## src/rtl/pfc_zcs_pkg.sv

```systemverilog
package pfc_zcs_pkg;
    typedef enum logic [1:0] {
        S_ON       = 2'd0,
        S_OFF_NEG  = 2'd1,
        S_OFF_RISE = 2'd2
    } zcs_state_t;
endpackage

```

## src/rtl/pfc_sync_edge.sv

```systemverilog
module pfc_sync_edge #(
    parameter int STAGES = 2
) (
    input  logic clk,
    input  logic rst_n,
    input  logic async_i,
    output logic level_o,
    output logic rise_o
);
    logic [STAGES-1:0] chain;
    logic              prev;

    genvar g;
    generate
        for (g = 0; g < STAGES; g++) begin : g_stage
            if (g == 0) begin : g_first
                always_ff @(posedge clk or negedge rst_n) begin
                    if (!rst_n) chain[0] <= 1'b0;
                    else        chain[0] <= async_i;
                end
            end else begin : g_next
                always_ff @(posedge clk or negedge rst_n) begin
                    if (!rst_n) chain[g] <= 1'b0;
                    else        chain[g] <= chain[g-1];
                end
            end
        end
    endgenerate

    always_ff @(posedge clk or negedge rst_n) begin
        if (!rst_n) prev <= 1'b0;
        else        prev <= chain[STAGES-1];
    end

    assign level_o = chain[STAGES-1];
    assign rise_o  = chain[STAGES-1] & ~prev;
endmodule

```

## src/rtl/pfc_ontime_calc.sv

```systemverilog
module pfc_ontime_calc #(
    parameter int CNT_W = 10
) (
    input  logic [CNT_W-1:0] cmd_i,
    input  logic [CNT_W-1:0] lim_i,
    output logic [CNT_W-1:0] len_o
);
    logic [CNT_W-1:0] clipped;

    always_comb begin
        clipped = (cmd_i > lim_i) ? lim_i : cmd_i;
        len_o   = (clipped == '0) ? CNT_W'(1) : clipped;
    end
endmodule

```

## src/rtl/pfc_phase_timer.sv

```systemverilog
module pfc_phase_timer #(
    parameter int CNT_W = 10
) (
    input  logic             clk,
    input  logic             rst_n,
    input  logic             clr_i,
    output logic [CNT_W-1:0] cnt_o
);
    always_ff @(posedge clk or negedge rst_n) begin
        if (!rst_n)          cnt_o <= '0;
        else if (clr_i)      cnt_o <= '0;
        else if (~&cnt_o)    cnt_o <= cnt_o + 1'b1;
    end
endmodule

```

## src/rtl/pfc_zcs_pwm.sv

```systemverilog
module pfc_zcs_pwm
    import pfc_zcs_pkg::*;
#(
    parameter int CNT_W       = 10,
    parameter int SYNC_STAGES = 2
) (
    input  logic             clk,
    input  logic             rst_n,
    input  logic             cur_pos_i,
    input  logic [CNT_W-1:0] ton_cmd_i,
    input  logic [CNT_W-1:0] ton_max_i,
    input  logic [CNT_W-1:0] blank_i,
    input  logic [CNT_W-1:0] toff_max_i,
    output logic             gate_o
);
    localparam int EXT_W = CNT_W + 1;

    zcs_state_t       state, state_n;
    logic             pos_lvl, pos_rise;
    logic [CNT_W-1:0] on_len;
    logic [CNT_W-1:0] phase_cnt;
    logic             phase_clr;
    logic             blank_done;
    logic             off_timeout;

    pfc_sync_edge #(.STAGES(SYNC_STAGES)) u_sync (
        .clk     (clk),
        .rst_n   (rst_n),
        .async_i (cur_pos_i),
        .level_o (pos_lvl),
        .rise_o  (pos_rise)
    );

    pfc_ontime_calc #(.CNT_W(CNT_W)) u_ontime (
        .cmd_i (ton_cmd_i),
        .lim_i (ton_max_i),
        .len_o (on_len)
    );

    pfc_phase_timer #(.CNT_W(CNT_W)) u_timer (
        .clk   (clk),
        .rst_n (rst_n),
        .clr_i (phase_clr),
        .cnt_o (phase_cnt)
    );

    assign blank_done  = (phase_cnt >= blank_i);
    assign off_timeout = ({1'b0, phase_cnt} + EXT_W'(1)) >= {1'b0, toff_max_i};
    assign phase_clr   = (state == S_ON) != (state_n == S_ON);

    // Next-state logic
    always_comb begin
        state_n = state;
        unique case (state)
            S_ON: begin
                if (phase_cnt >= on_len - CNT_W'(1)) state_n = S_OFF_NEG;
            end
            S_OFF_NEG: begin
                if (off_timeout)                  state_n = S_ON;
                else if (blank_done && !pos_lvl)  state_n = S_OFF_RISE;
            end
            S_OFF_RISE: begin
                if (off_timeout || pos_rise)      state_n = S_ON;
            end
            default: state_n = S_OFF_NEG;
        endcase
    end

    // State register
    always_ff @(posedge clk or negedge rst_n) begin
        if (!rst_n) state <= S_OFF_NEG;
        else        state <= state_n;
    end

    // Output register
    always_ff @(posedge clk or negedge rst_n) begin
        if (!rst_n) gate_o <= 1'b0;
        else        gate_o <= (state_n == S_ON);
    end
endmodule

```

## config.mk

```make
export PLATFORM = sky130hd
export DESIGN_NAME = pfc_zcs_pwm
export DESIGN_NICKNAME = d
export VERILOG_FILES = /design/src/rtl/pfc_zcs_pkg.sv /design/src/rtl/pfc_sync_edge.sv /design/src/rtl/pfc_ontime_calc.sv /design/src/rtl/pfc_phase_timer.sv /design/src/rtl/pfc_zcs_pwm.sv
export SDC_FILE = /design/constraint.sdc
export NUM_CORES = 1
export LEC_CHECK = 0
export ABC_AREA = 1
export CORE_MARGIN = 10
export CORE_UTILIZATION = 58
export DETAILED_ROUTE_END_ITERATION = 10
export PLACE_DENSITY_LB_ADDON = 0.3
export RECOVER_POWER = 25
export SLEW_MARGIN = 0
export SYNTH_ARGS = -nofsm -noshare
export SYNTH_HDL_FRONTEND = slang
export SYNTH_SLANG_ARGS = --single-unit
```

## constraint.sdc

```tcl
create_clock -name clk -period 4.9 [get_ports clk]
set_input_delay 0.49 -clock clk [delete_from_list [all_inputs] [get_ports clk]]
set_output_delay 0.49 -clock clk [all_outputs]
set_load 0.02 [all_outputs]
```

; After elaboration in Yosys (flattened, before gate mapping)
; Index checks and enable logic that the tools add are counted.
[classes]
n_addsub = 3
n_mul = 0
div = 0
order_cmp = 4
n_eq_ne = 4
n_shift = 0
muxes = 9
n_bitwise = 2
reduce_logical = 7
[ops]
columns = op, n
row1 = 2-to-1 mux 10 bit, 4
row2 = >= comparator 10 bit, 2
row3 = "adder 10 x 1 -> 11 bit, second input constant", 1
row4 = >= comparator 11 x 10 -> 1 bit, 1
row5 = "adder 10 x 1 -> 10 bit, second input constant", 1
row6 = greater-than comparator 10 bit, 1
row7 = zero test 10 bit, 1
row8 = AND reduction 10 bit, 1
row9 = "subtractor 10 x 1 -> 10 bit, second input constant", 1
row10 = 2-to-1 mux 2 bit, 4
row11 = one-hot mux 2 bit (3 select lines), 1
row12 = zero test 2 bit, 2
row13 = "== test 2 x 1 -> 1 bit, second input constant", 1
row14 = "== test 2 bit, second input constant", 1
row15 = "inequality test 2 bit, second input constant", 1
row16 = AND 1 bit, 1
row17 = logical AND 1 bit, 1
row18 = zero test 1 bit, 1
row19 = logical OR 1 bit, 1
row20 = inequality test 1 bit, 1
row21 = inverter 1 bit, 1
[totals]
ff_bits = 16
latchBits = 0
mem_bits_rw = 0
rom_bits = 0
input_bits = 43
output_inout_bits = 1
wordCells = 35
n_memories = 0

; Depth between registers and ports, before layout
; Gate-level depths: netlist of run 1.
[logic_depth]
ltp_word = 11
mapped_depth = 32
depth_no_buf = 31

; By module
; A second synthesis of run 1 with hierarchy kept.
[hier_totals]
cells_unflattened = 391
hier_area_um2 = 2611.3
[by_module_without_submodules]
columns = mod, n_inst, cells_per_inst, area_per_inst_um2
row1 = pfc_zcs_pwm, 1, 214, 1358.8
row2 = pfc_phase_timer, 1, 75, 605.6
row3 = pfc_ontime_calc, 1, 97, 561.8
row4 = pfc_sync_edge, 1, 5, 85.1

; Least setup slack after synthesis of run 1
; No wires, ideal clock.
[synth_timing]
kind = input-to-reg
start = in ton_max_i[8]
end = reg u_timer.cnt_o[0]
setup_ns = 0.075
arrival_ns = 3.719
t_required_ns = 4.825
setup_slack_ns = 1.106
stages = 30
path_buffers = 1
path_cell_list = inv_1 > ha_1 > nand2_2 > inv_1 > a21oi_2 > nand3_4 > nand2_4 > buf_12 > nand2_4 > nand2_4 > nand2_4 > nor2_4 > nand3_4 > nand2_1 > inv_1 > ha_1 > nand2_2 > nor2_4 > nand3_2 > xor2_1 > inv_1 > ha_1 > nand2_1 > nor4_1 > nand3_1 > nand4_1 > nand2_1 > nand4_1 > nand2_1 > nor2_1
[synth_between]
elab_chain_cells = 11
[synth_rtl]
columns = item, line_no
row1 = start: declaration, pfc_zcs_pwm.sv:11  ; input logic [CNT_W-1:0] ton_max_i,
row2 = greater-than comparator 10 bit, pfc_ontime_calc.sv:11  ; clipped = (cmd_i > lim_i) ? lim_i : cmd_i;
row3 = 2-to-1 mux 10 bit (*), pfc_ontime_calc.sv:11
row4 = zero test 10 bit, pfc_ontime_calc.sv:12  ; len_o = (clipped == '0) ? CNT_W'(1) : clipped;
row5 = 2-to-1 mux 10 bit (*), pfc_ontime_calc.sv:12
row6 = subtractor 10 x 1 -> 10 bit (*), pfc_zcs_pwm.sv:56  ; if (phase_cnt >= on_len - CNT_W'(1)) state_n = S_OFF_NEG;
row7 = >= comparator 10 bit (*), pfc_zcs_pwm.sv:56
row8 = 2-to-1 mux 2 bit (*), pfc_zcs_pwm.sv:56
row9 = one-hot mux 2 bit (3 select lines) (*), pfc_zcs_pwm.sv:54  ; unique case (state)
row10 = zero test 2 bit (*), pfc_zcs_pwm.sv:49  ; assign phase_clr = (state == S_ON) != (state_n == S_ON);
row11 = inequality test 1 bit (*), pfc_zcs_pwm.sv:49
row12 = inequality test 2 bit (no line) / 2-to-1 mux 10 bit (equally long branches), -
row13 = end signal: assignment, pfc_phase_timer.sv:12  ; else if (~&cnt_o) cnt_o <= cnt_o + 1'b1;
row14 = end: declaration, pfc_phase_timer.sv:7  ; output logic [CNT_W-1:0] cnt_o
; Every way passes the cells marked *; elsewhere a longest branch is shown, timed or not.
; A chain may end at the register's enable or synchronous reset.

; Worst setup path in the final report of run 1
[layout_timing]
start = in ton_max_i[5]
end = reg u_timer.cnt_o[8]
; The elaborated chain is that of the path after synthesis.

==> results of run 1 <==
## metal layers
layer | wire (um) | vias up
met1 | 2409 | 974
met5 | 0 | -
li1 | - | 1168
met4 | 38 | 0
met3 | 345 | 6
met2 | 2445 | 61
## power breakdown
group	total (mW)	leakage (nW)	switching (mW)	internal [mW]
registers	0.202	0.205	0.0365	0.165
logic	0.440	1.44	0.255	0.185
clock network	0.117	0.0288	0.0459	0.0713
total	0.759	1.68	0.337	0.422
## worst max-delay path: cells and delay by family
| kind | cells | cell delay (ns) |
|---|---|---|
| AOI/OAI and AO/OA | 1 | 0.17 |
| xor gates and xnor gates | 1 | 0.11 |
| adders and majority gates | 3 | 0.80 |
| buffers and inverters | 6 | 0.80 |
| and+or+nand+nor | 22 | 2.23 |
## worst min path at each step
stage	start	end	slack [ns]	depth (start not counted)
after CTS	u_sync.chain[0]$_DFF_PN0_	u_sync.level_o$_DFF_PN0_	0.35	0
after global routing	u_sync.chain[0]$_DFF_PN0_	u_sync.level_o$_DFF_PN0_	0.36	0
final	u_sync.chain[0]$_DFF_PN0_	u_sync.level_o$_DFF_PN0_	0.35	0
after detailed placement	u_sync.chain[0]$_DFF_PN0_	u_sync.level_o$_DFF_PN0_	0.34	0
after floorplan	rst_n	gate_o$_DFF_PN0_	0.19	0
after global placement	u_sync.chain[0]$_DFF_PN0_	u_sync.level_o$_DFF_PN0_	0.34	0
## logic make-up (layout without fill, tap and decap cells)
family / after synthesis / in the layout / share of synthesized area
flops: 16 / 16 / 0.1678
simple gates: 165 / 165 / 0.3706
compound gates: 28 / 28 / 0.07058
buf+inv: 77 / 127 / 0.1275
fa+ha+maj: 42 / 42 / 0.2195
xor+xnor: 12 / 12 / 0.04391
## final cells by class
class / count / area share
clock buffers: 4 / 0.01853
inverters: 76 / 0.09600
multi-input cells: 247 / 0.5743
flip-flops and latches: 16 / 0.1352
well taps: 50 / 0.02105
repair buffers: 47 / 0.1549
## repair_timing
| item | 4_1_cts | 5_1_grt |
|---|---|---|
| resized for setup | 0 | 4 |
| hold buffers | 0 | 0 |
| setup endpoints to repair | 0 | 10 |
| setup buffers | 0 | 4 |
## Yosys cell counts (all sizes together)
master,count,area share
nand2,90,0.18
inv,76,0.12
ha,42,0.22
nor2,38,0.076
nand3,22,0.061
dfrtp,15,0.16
a21oi,12,0.028
o21ai,9,0.020
xor2,9,0.033
nand4,8,0.027
a21o,3,0.0094
nor3,3,0.0084
xnor2,3,0.011
nand3b,2,0.0063
a211oi,1,0.0031
buf,1,0.0084
dfstp,1,0.011
nor3b,1,0.0052
nor4,1,0.0026
o211ai,1,0.0031
o21a,1,0.0031
o21bai,1,0.0031
## sequential cells by signal, indices dropped and copies added, names as in the netlist
| signal | count |
|---|---|
| gate_o | 1 |
| state | 2 |
| u_sync.chain | 1 |
| u_sync.level_o | 1 |
| u_sync.prev | 1 |
| u_timer.cnt_o | 10 |
## stage by stage
step                hold WS [ns]  cells  worst slack (ns)  instance area [um2]  power [mW]
global route              0.3554    440           0.03002                 2972      0.8476
CTS                       0.3545    436            0.2624                 2922      0.7523
finish                    0.3530    440            0.4724                 2972      0.7592
global placement          0.3376    432            0.2877                 2867      0.6205
floorplan                 0.1944    340             1.106                 2394      0.5135
detailed placement        0.3405    432          0.008817                 2867      0.6343
## placed cells by master, fill, tap and decap left out, types with 9 or more instances in the layout
cell             Yosys  final
nand3_1             18     18
a21oi_1             10     10
nor2_1              32     32
dfrtp_1             15     15
clkdlybuf4s50_1      0     41
nand2_1             69     67
inv_1               75     75
nand2_2             11     13
xor2_1               9      9
ha_1                42     42
nand2_4             10      9
==> metrics, run 1 <==
CORE AREA 4000 um2; reg2reg setup slack 2.06 ns; initial DRC count 159; routing usage on met1 0.1843; Worst setup endpoint u_timer.cnt_o[8]$_DFFE_PN0P_; Initial Util 0.5984; Synth Area per Inst 7.040 um2; insertion delay to the later sink of the worst-skew pair 0.25 ns; largest net degree at the start of global routing 17; Tmin final around 4.4 ns; DPL Wire Length between 4 and 5 mm; status finished clean; PwrDens 255.5 nW/um2; Cell Area, Synth 2394 um2; Detailed Route WL 5.238 mm; Num Clock Sinks 16; Reg area roughly 400 um2; die width 84.24 um; Site Rows 23; clock buffer count from CTS 3; Final Cycle Share 0.9036; CP startpoint kind input pin; Total GRT Usage 0.1446; Critical Setup Path Class input pin to flop; I/O pin total 44; max incr delay on CP 0.45 ns; routed vias between 2000 and 2500; Port Buffers 43; Max Cap Viol 0; GRT busiest layer met2; layout cells sized above 1 0.1282; reg2reg path depth 21; GRT Residual Overflow 0; grt met3 use 0.03575; final hold violations 0; CTS max path bufs 2; height of the chip 84.24 um; vias in the first global route 2102; first drt pass iteration count 4; CP Capture Type flop; Die ar. about 7100 um2; Final Slew Violations 0; CP required 5.08 ns; Synth warnings 0; Synth cell types 34; hold crit path type flop to flop; FILL cells 330; clk_skew approximately 0.0013 ns; Layout area overhead 24.15%; Net Count, Synth approximately 430; Slew headroom 0.5238; TritonCTS clock tree built; reg-to-reg endpoint u_timer.cnt_o[8]$_DFFE_PN0P_; Least-Margin Pin Slew 0.7119 ns; post-layout util 0.7429; crit-path max FO 12; Crit-path slowest cell clkdlybuf4s50_1; n_diodes 0; Critical Path Most Common Cell nand2_1; Worst Path Arrival 4.61 ns; unrepaired setup endpoints after global routing false; Seq cells post-synth 16; routability congestion estimate from global placement around 0.88; Vias/cell 5.020; Peak Freq 225.9 MHz; post-layout net count between 400 and 500; CTS clk-pin slew, worst paths 0.06 ns; antenna violations before repair 0; Final TNS setup 0 ns; GR Util met2 0.2414; first-pass GRT wire length 9.045 mm; Post-route DRC 0; reg-to-reg startpoint u_timer.cnt_o[2]$_DFFE_PN0P_; cells after synthesis 340; antenna viol nets, final 0; Clock H-tree levels 1; Seq/Total Area, Yosys 0.1678; Worst Setup SP ton_max_i[5]; multi-input logic area 1707 um2; Finish-stage setup viols 0; Leak 1.677 nW; VDD IR max 0.0002168 V; drt wl/cell 11.90 um; CTS Root Cell clkbuf_8
Note: power is estimated with default switching activity, not from simulation.
==> run 2, diff against run 1 <==
--- a/config.mk
+++ b/config.mk
@@ -7,7 +7,7 @@
 export LEC_CHECK = 0
 export ABC_AREA = 1
 export CORE_MARGIN = 10
-export CORE_UTILIZATION = 58
+export CORE_UTILIZATION = 54
 export DETAILED_ROUTE_END_ITERATION = 10
 export PLACE_DENSITY_LB_ADDON = 0.3
 export RECOVER_POWER = 25
==> constraint.sdc (replaced) <==
create_clock -name clk -period 5.08 [get_ports clk]
set_input_delay 0.508 -clock clk [delete_from_list [all_inputs] [get_ports clk]]
set_output_delay 0.508 -clock clk [all_outputs]
set_load 0.02 [all_outputs]
==> metrics, run 2 (synthesis gave the netlist of run 1 again) <==
Layout area overhead 22.53%; clock buffer count from CTS 3; most common cell after layout, fill and taps aside inv_1; Worst Hold End u_sync.level_o$_DFF_PN0_; Finish-stage setup viols 0; Final TNS setup 0 ns; Least-Margin Pin Slew 0.7230 ns; insertion delay to the later sink of the worst-skew pair 0.25 ns; Leak 1.659 nW; I/O pin total 44; Initial Util 0.5535; crit-path leading delay family simple AND/OR/NAND/NOR gates; hold slack final 0.3524 ns; crit-path max FO 12; final hold violations 0; layout cells sized above 1 0.1114; Critical Setup Path Class input pin to flop; status finished clean; Vias/cell approximately 5; Place WS about 0.22 ns; Bufs and invs on worst path 5; VDD IR max around 0.00024 V; vias in the first global route 2076; CP Capture Type flop; DPL Wire Length between 4 and 5 mm; CTS Hold Bufs 0; Port Buffers 43; Tmin final between 4 and 5 ns; Critical Path Most Common Cell nand2_1; CTS clk-pin slew, worst paths 0.06 ns; reg2reg path depth 21; max incr delay on CP 0.46 ns; reg-to-reg endpoint u_timer.cnt_o[6]$_DFFE_PN0P_; routed vias roughly 2200; Die ar. 7495 um2; hold wc startpoint u_sync.chain[0]$_DFF_PN0_; Area after DPL ~2900 um2; Final Slew Violations 0; largest net degree at the start of global routing 17; unrepaired setup endpoints after global routing false; Final Cycle Share 0.8991; TritonCTS clock tree built; biggest regs u_timer.cnt_o x10, state x2; final worst slack 0.5127 ns; hold crit path type flop to flop; PwrDens 245.6 nW/um2; Peak Freq 218.9 MHz; Clock H-tree levels 1; antenna violations before repair 0; initial DRC count 96; routability congestion estimate from global placement 0.8521; Num Clock Sinks 16; CORE AREA 4324 um2; Power Total 720.4 uW; drt wl/cell between 10 and 15 um; Slew headroom 0.5164; Site Rows 24; reg-to-reg startpoint u_timer.cnt_o[2]$_DFFE_PN0P_; Post-route DRC 0; clk_skew between 0.005 and 0.006 ns; GRT Residual Overflow 0; number of setup buffers added after CTS 0; CTS Root Cell clkbuf_8; Biggest register u_timer.cnt_o; Crit-path slowest cell clkdlybuf4s50_1; Hold Path Cell Cnt 0; CP startpoint kind input pin; first-pass GRT wire length 9.039 mm; Worst Path Arrival 4.74 ns; reg2reg setup slack ~2.2 ns; Detailed Route WL 5.234 mm; height of the chip 86.58 um; most frequent cells in the layout inv_1, nand2_1, ha_1, clkdlybuf4s50_1, nor2_1; first drt pass iteration count 4; fin area 2933 um2; n_diodes 0; CTS max path bufs 2; antenna viol nets, final 0; Total GRT Usage 0.1399; CP required 5.25 ns; die width 86.58 um; Max Cap Viol 0; post-layout net count 472; Largest register FFs 10
run 2: layout make-up:
class                           instances  area, um2
Multi-Input combinational cell        247       1695
Fill cell                             392       1391
Timing Repair Buffer                   43      430.4
Sequential cell                        16      401.6
Inverter                               76      285.3
Tap cell                               52      65.06
Clock buffer                            4      55.05
run 2: worst max path at each step:
| stage | startpoint | cells past startpoint | slack, ns | to |
|---|---|---|---|---|
| after floorplan | ton_max_i[8] | 30 | 1.27 | u_timer.cnt_o[0]$_DFFE_PN0P_ |
| after global routing | ton_max_i[5] | 32 | 0.04 | u_timer.cnt_o[9]$_DFFE_PN0P_ |
| final | ton_max_i[8] | 30 | 0.51 | u_timer.cnt_o[6]$_DFFE_PN0P_ |
| after global placement | ton_max_i[5] | 32 | 0.42 | u_timer.cnt_o[9]$_DFFE_PN0P_ |
| after detailed placement | ton_max_i[5] | 32 | 0.22 | u_timer.cnt_o[1]$_DFFE_PN0P_ |
| after CTS | ton_max_i[8] | 30 | 0.46 | u_timer.cnt_o[6]$_DFFE_PN0P_ |
run 2: repair_timing:
action,4_1_cts,5_1_grt
hold endpoints to repair,0,0
resized for setup,0,1
setup endpoints to repair,0,1
run 2: layer usage:
layer / GRT usage / vias up / part of all wire
met5: 0 / - / 0
met4: 0.008837 / 0 / 0
met3: 0.03752 / 0 / 0.065
met2: 0.2362 / 51 / 0.47
met1: 0.1809 / 970 / 0.47
li1: - / 1164 / -
run 2: power breakdown:
group / switching (mW) / internal [mW] / total, mW
logic: 0.242 / 0.174 / 0.415
clock network: 0.0432 / 0.0688 / 0.112
registers: 0.0340 / 0.159 / 0.193
run 2: metrics by stage:
stage,cells,util
3_3_place_gp,434,0.6635
6_report,438,0.6782
5_1_grt,438,0.6782
3_5_place_dp,434,0.6635
2_1_floorplan,340,-
4_1_cts,438,0.6762
run 2: worst register-to-register path, delay by kind of cell (launching register included):
family	cells	cell delay, ns
buf+inv	3	0.21
fa+ha+maj	1	0.28
flops	1	0.44
simple gates	17	1.84
==> run 3, diff against run 2 <==
--- a/config.mk
+++ b/config.mk
@@ -11,6 +11,7 @@
 export DETAILED_ROUTE_END_ITERATION = 10
 export PLACE_DENSITY_LB_ADDON = 0.3
 export RECOVER_POWER = 25
+export REMOVE_ABC_BUFFERS = 1
 export SLEW_MARGIN = 0
 export SYNTH_ARGS = -nofsm -noshare
 export SYNTH_HDL_FRONTEND = slang
==> metrics, run 3 (synthesis gave the netlist of run 1 again) <==
DPL Wire Length 4.643 mm; hold wc startpoint u_sync.chain[0]$_DFF_PN0_; routability congestion estimate from global placement approximately 0.83; final hold violations 0; biggest regs u_timer.cnt_o x10, state x2; Die ar. 7495 um2; VDD IR max 0.0002645 V; height of the chip 86.58 um; first drt pass iteration count 4; reg-to-reg startpoint u_timer.cnt_o[2]$_DFFE_PN0P_; unrepaired setup endpoints after global routing false; Worst Setup SP ton_max_i[5]; Vias/cell 4.893; antenna viol nets, final 0; Slew headroom 0.5436; PwrDens 245.5 nW/um2; Clock H-tree levels 1; CORE AREA 4324 um2; vias in the first global route 2044; Switching Power 317.6 uW; status finished clean; post-layout net count 472; CP startpoint kind input pin; CTS max path bufs 2; Stages on worst setup path 32; Leak between 1.5 and 2 nW; TritonCTS clock tree built; CP required 5.25 ns; Biggest register u_timer.cnt_o; crit-path leading delay family simple AND/OR/NAND/NOR gates; Peak Freq 217.4 MHz; Clk network pwr share 0.153; Num Clock Sinks 16; multi-input logic area 1687 um2; antenna violations before repair 0; Max Cap Viol 0; Total GRT Usage 0.1365; FILL cells 381; sw frac 0.4424; max incr delay on CP 0.46 ns; die width 86.58 um; I/O pin total 44; CTS Root Cell clkbuf_8; Final Cycle Share 0.9054; Final TNS setup 0 ns; Finish-stage setup viols 0; n_diodes 0; initial DRC count 121; Critical Setup Path Class input pin to flop; Worst Path Arrival 4.77 ns; fin area 2924 um2; Detailed Route WL 5.180 mm; Power Total 718.0 uW; CTS clk-pin slew, worst paths roughly 0.060 ns; Area after DPL about 2900 um2; crit-path max FO 12; Largest register FFs 10; Comb power frac 0.574; Site Rows 24; layout cells sized above 1 0.1114; hold crit path type flop to flop; Post-route DRC 0; Internal Pwr Total 400.3 uW; insertion delay to the later sink of the worst-skew pair about 0.25 ns; most frequent cells in the layout inv_1, nand2_1, ha_1, clkdlybuf4s50_1, nor2_1; Layout area overhead 22.16%; Critical Path Most Common Cell nand2_1; GRT Residual Overflow 0; Crit-path slowest cell clkdlybuf4s50_1; final worst slack between 0.4 and 0.5 ns; sequential power share 0.273; Hold Path Cell Cnt 0; Tmin final approximately 4.6 ns; largest net degree at the start of global routing 17; Reg area 401.6 um2; Place WS 0.1954 ns; clk_skew between 0.004 and 0.005 ns; reg2reg path depth 21; Final Slew Violations 0; first-pass GRT wire length 8.735 mm; drt wl/cell about 12 um; Port Buffers 43; routed vias 2143; number of setup buffers added after CTS 0; cts repair resizes 0; CP Capture Type flop; Bufs and invs on worst path 5; Least-Margin Pin Slew between 0.6 and 0.7 ns; CTS Hold Bufs 0; most common cell after layout, fill and taps aside inv_1; Initial Util 0.5535; clock buffer count from CTS 3
-- run 3: cell count changes in the layout (fill, tap and decap cells not counted) --
cell     change
nand2_8      -1
nand2_4      +1
-- run 3: worst register-to-register path, stage by stage, from the launching register on --
cell and delay, ns:
dfrtp_1 0.46, inv_1 0.10, nor3_1 0.27, nand2_1 0.15, nor2_1 0.23, inv_1 0.09, nand2_1 0.07, inv_1 0.04
ha_1 0.29, nand2_1 0.07, nor2_1 0.17, nand2_1 0.07, nand2_1 0.05, nand2_1 0.05, nand2_1 0.06, nand2_1 0.05
nand2_1 0.08, nor2_1 0.04, nor2_1 0.11, nand4_1 0.09, nand2_1 0.26, nor2_1 0.08
-- run 3: layout make-up --
cell class,instances,area share
clock buffers,4,0.01883
inverters,76,0.09756
multi-input cells,247,0.5768
flip-flops and latches,16,0.1374
well taps,52,0.02225
repair buffers,43,0.1472
-- run 3: power by group through the flow --
stage	Combinational, mW	Sequential, mW	Clock (mW)
global route	0.488	0.199	0.118
floorplan	0.302	0.188	0
CTS	0.416	0.196	0.112
global placement	0.400	0.196	0
finish	0.412	0.196	0.110
detailed placement	0.414	0.198	0
-- run 3: routing by layer --
layer,global-route usage,part of all wire,vias to the layer above
li1,-,-,1162
met1,0.1732,0.46,917
met2,0.2315,0.46,60
met3,0.03565,0.077,4
met4,0.01620,0.0060,0
met5,0,0,-
-- run 3: path summary, 6_finish.rpt --
path	end	slack, ns
max in group asynchronous	u_sync.level_o$_DFF_PN0_	3.90
min in group asynchronous	u_timer.cnt_o[6]$_DFFE_PN0P_	0.74
max reg2reg	u_timer.cnt_o[1]$_DFFE_PN0P_	2.06
min reg2reg	u_sync.level_o$_DFF_PN0_	0.35
max	u_timer.cnt_o[1]$_DFFE_PN0P_	0.48
min	u_sync.level_o$_DFF_PN0_	0.35
-- run 3: metrics by stage --
step                utilization  cells  hold slack [ns]
global route             0.6762    438           0.3611
detailed placement       0.6635    434           0.3413
finish                   0.6762    438           0.3540
CTS                      0.6762    438           0.3600
global placement         0.6635    434           0.3377
floorplan                     -    339           0.2124
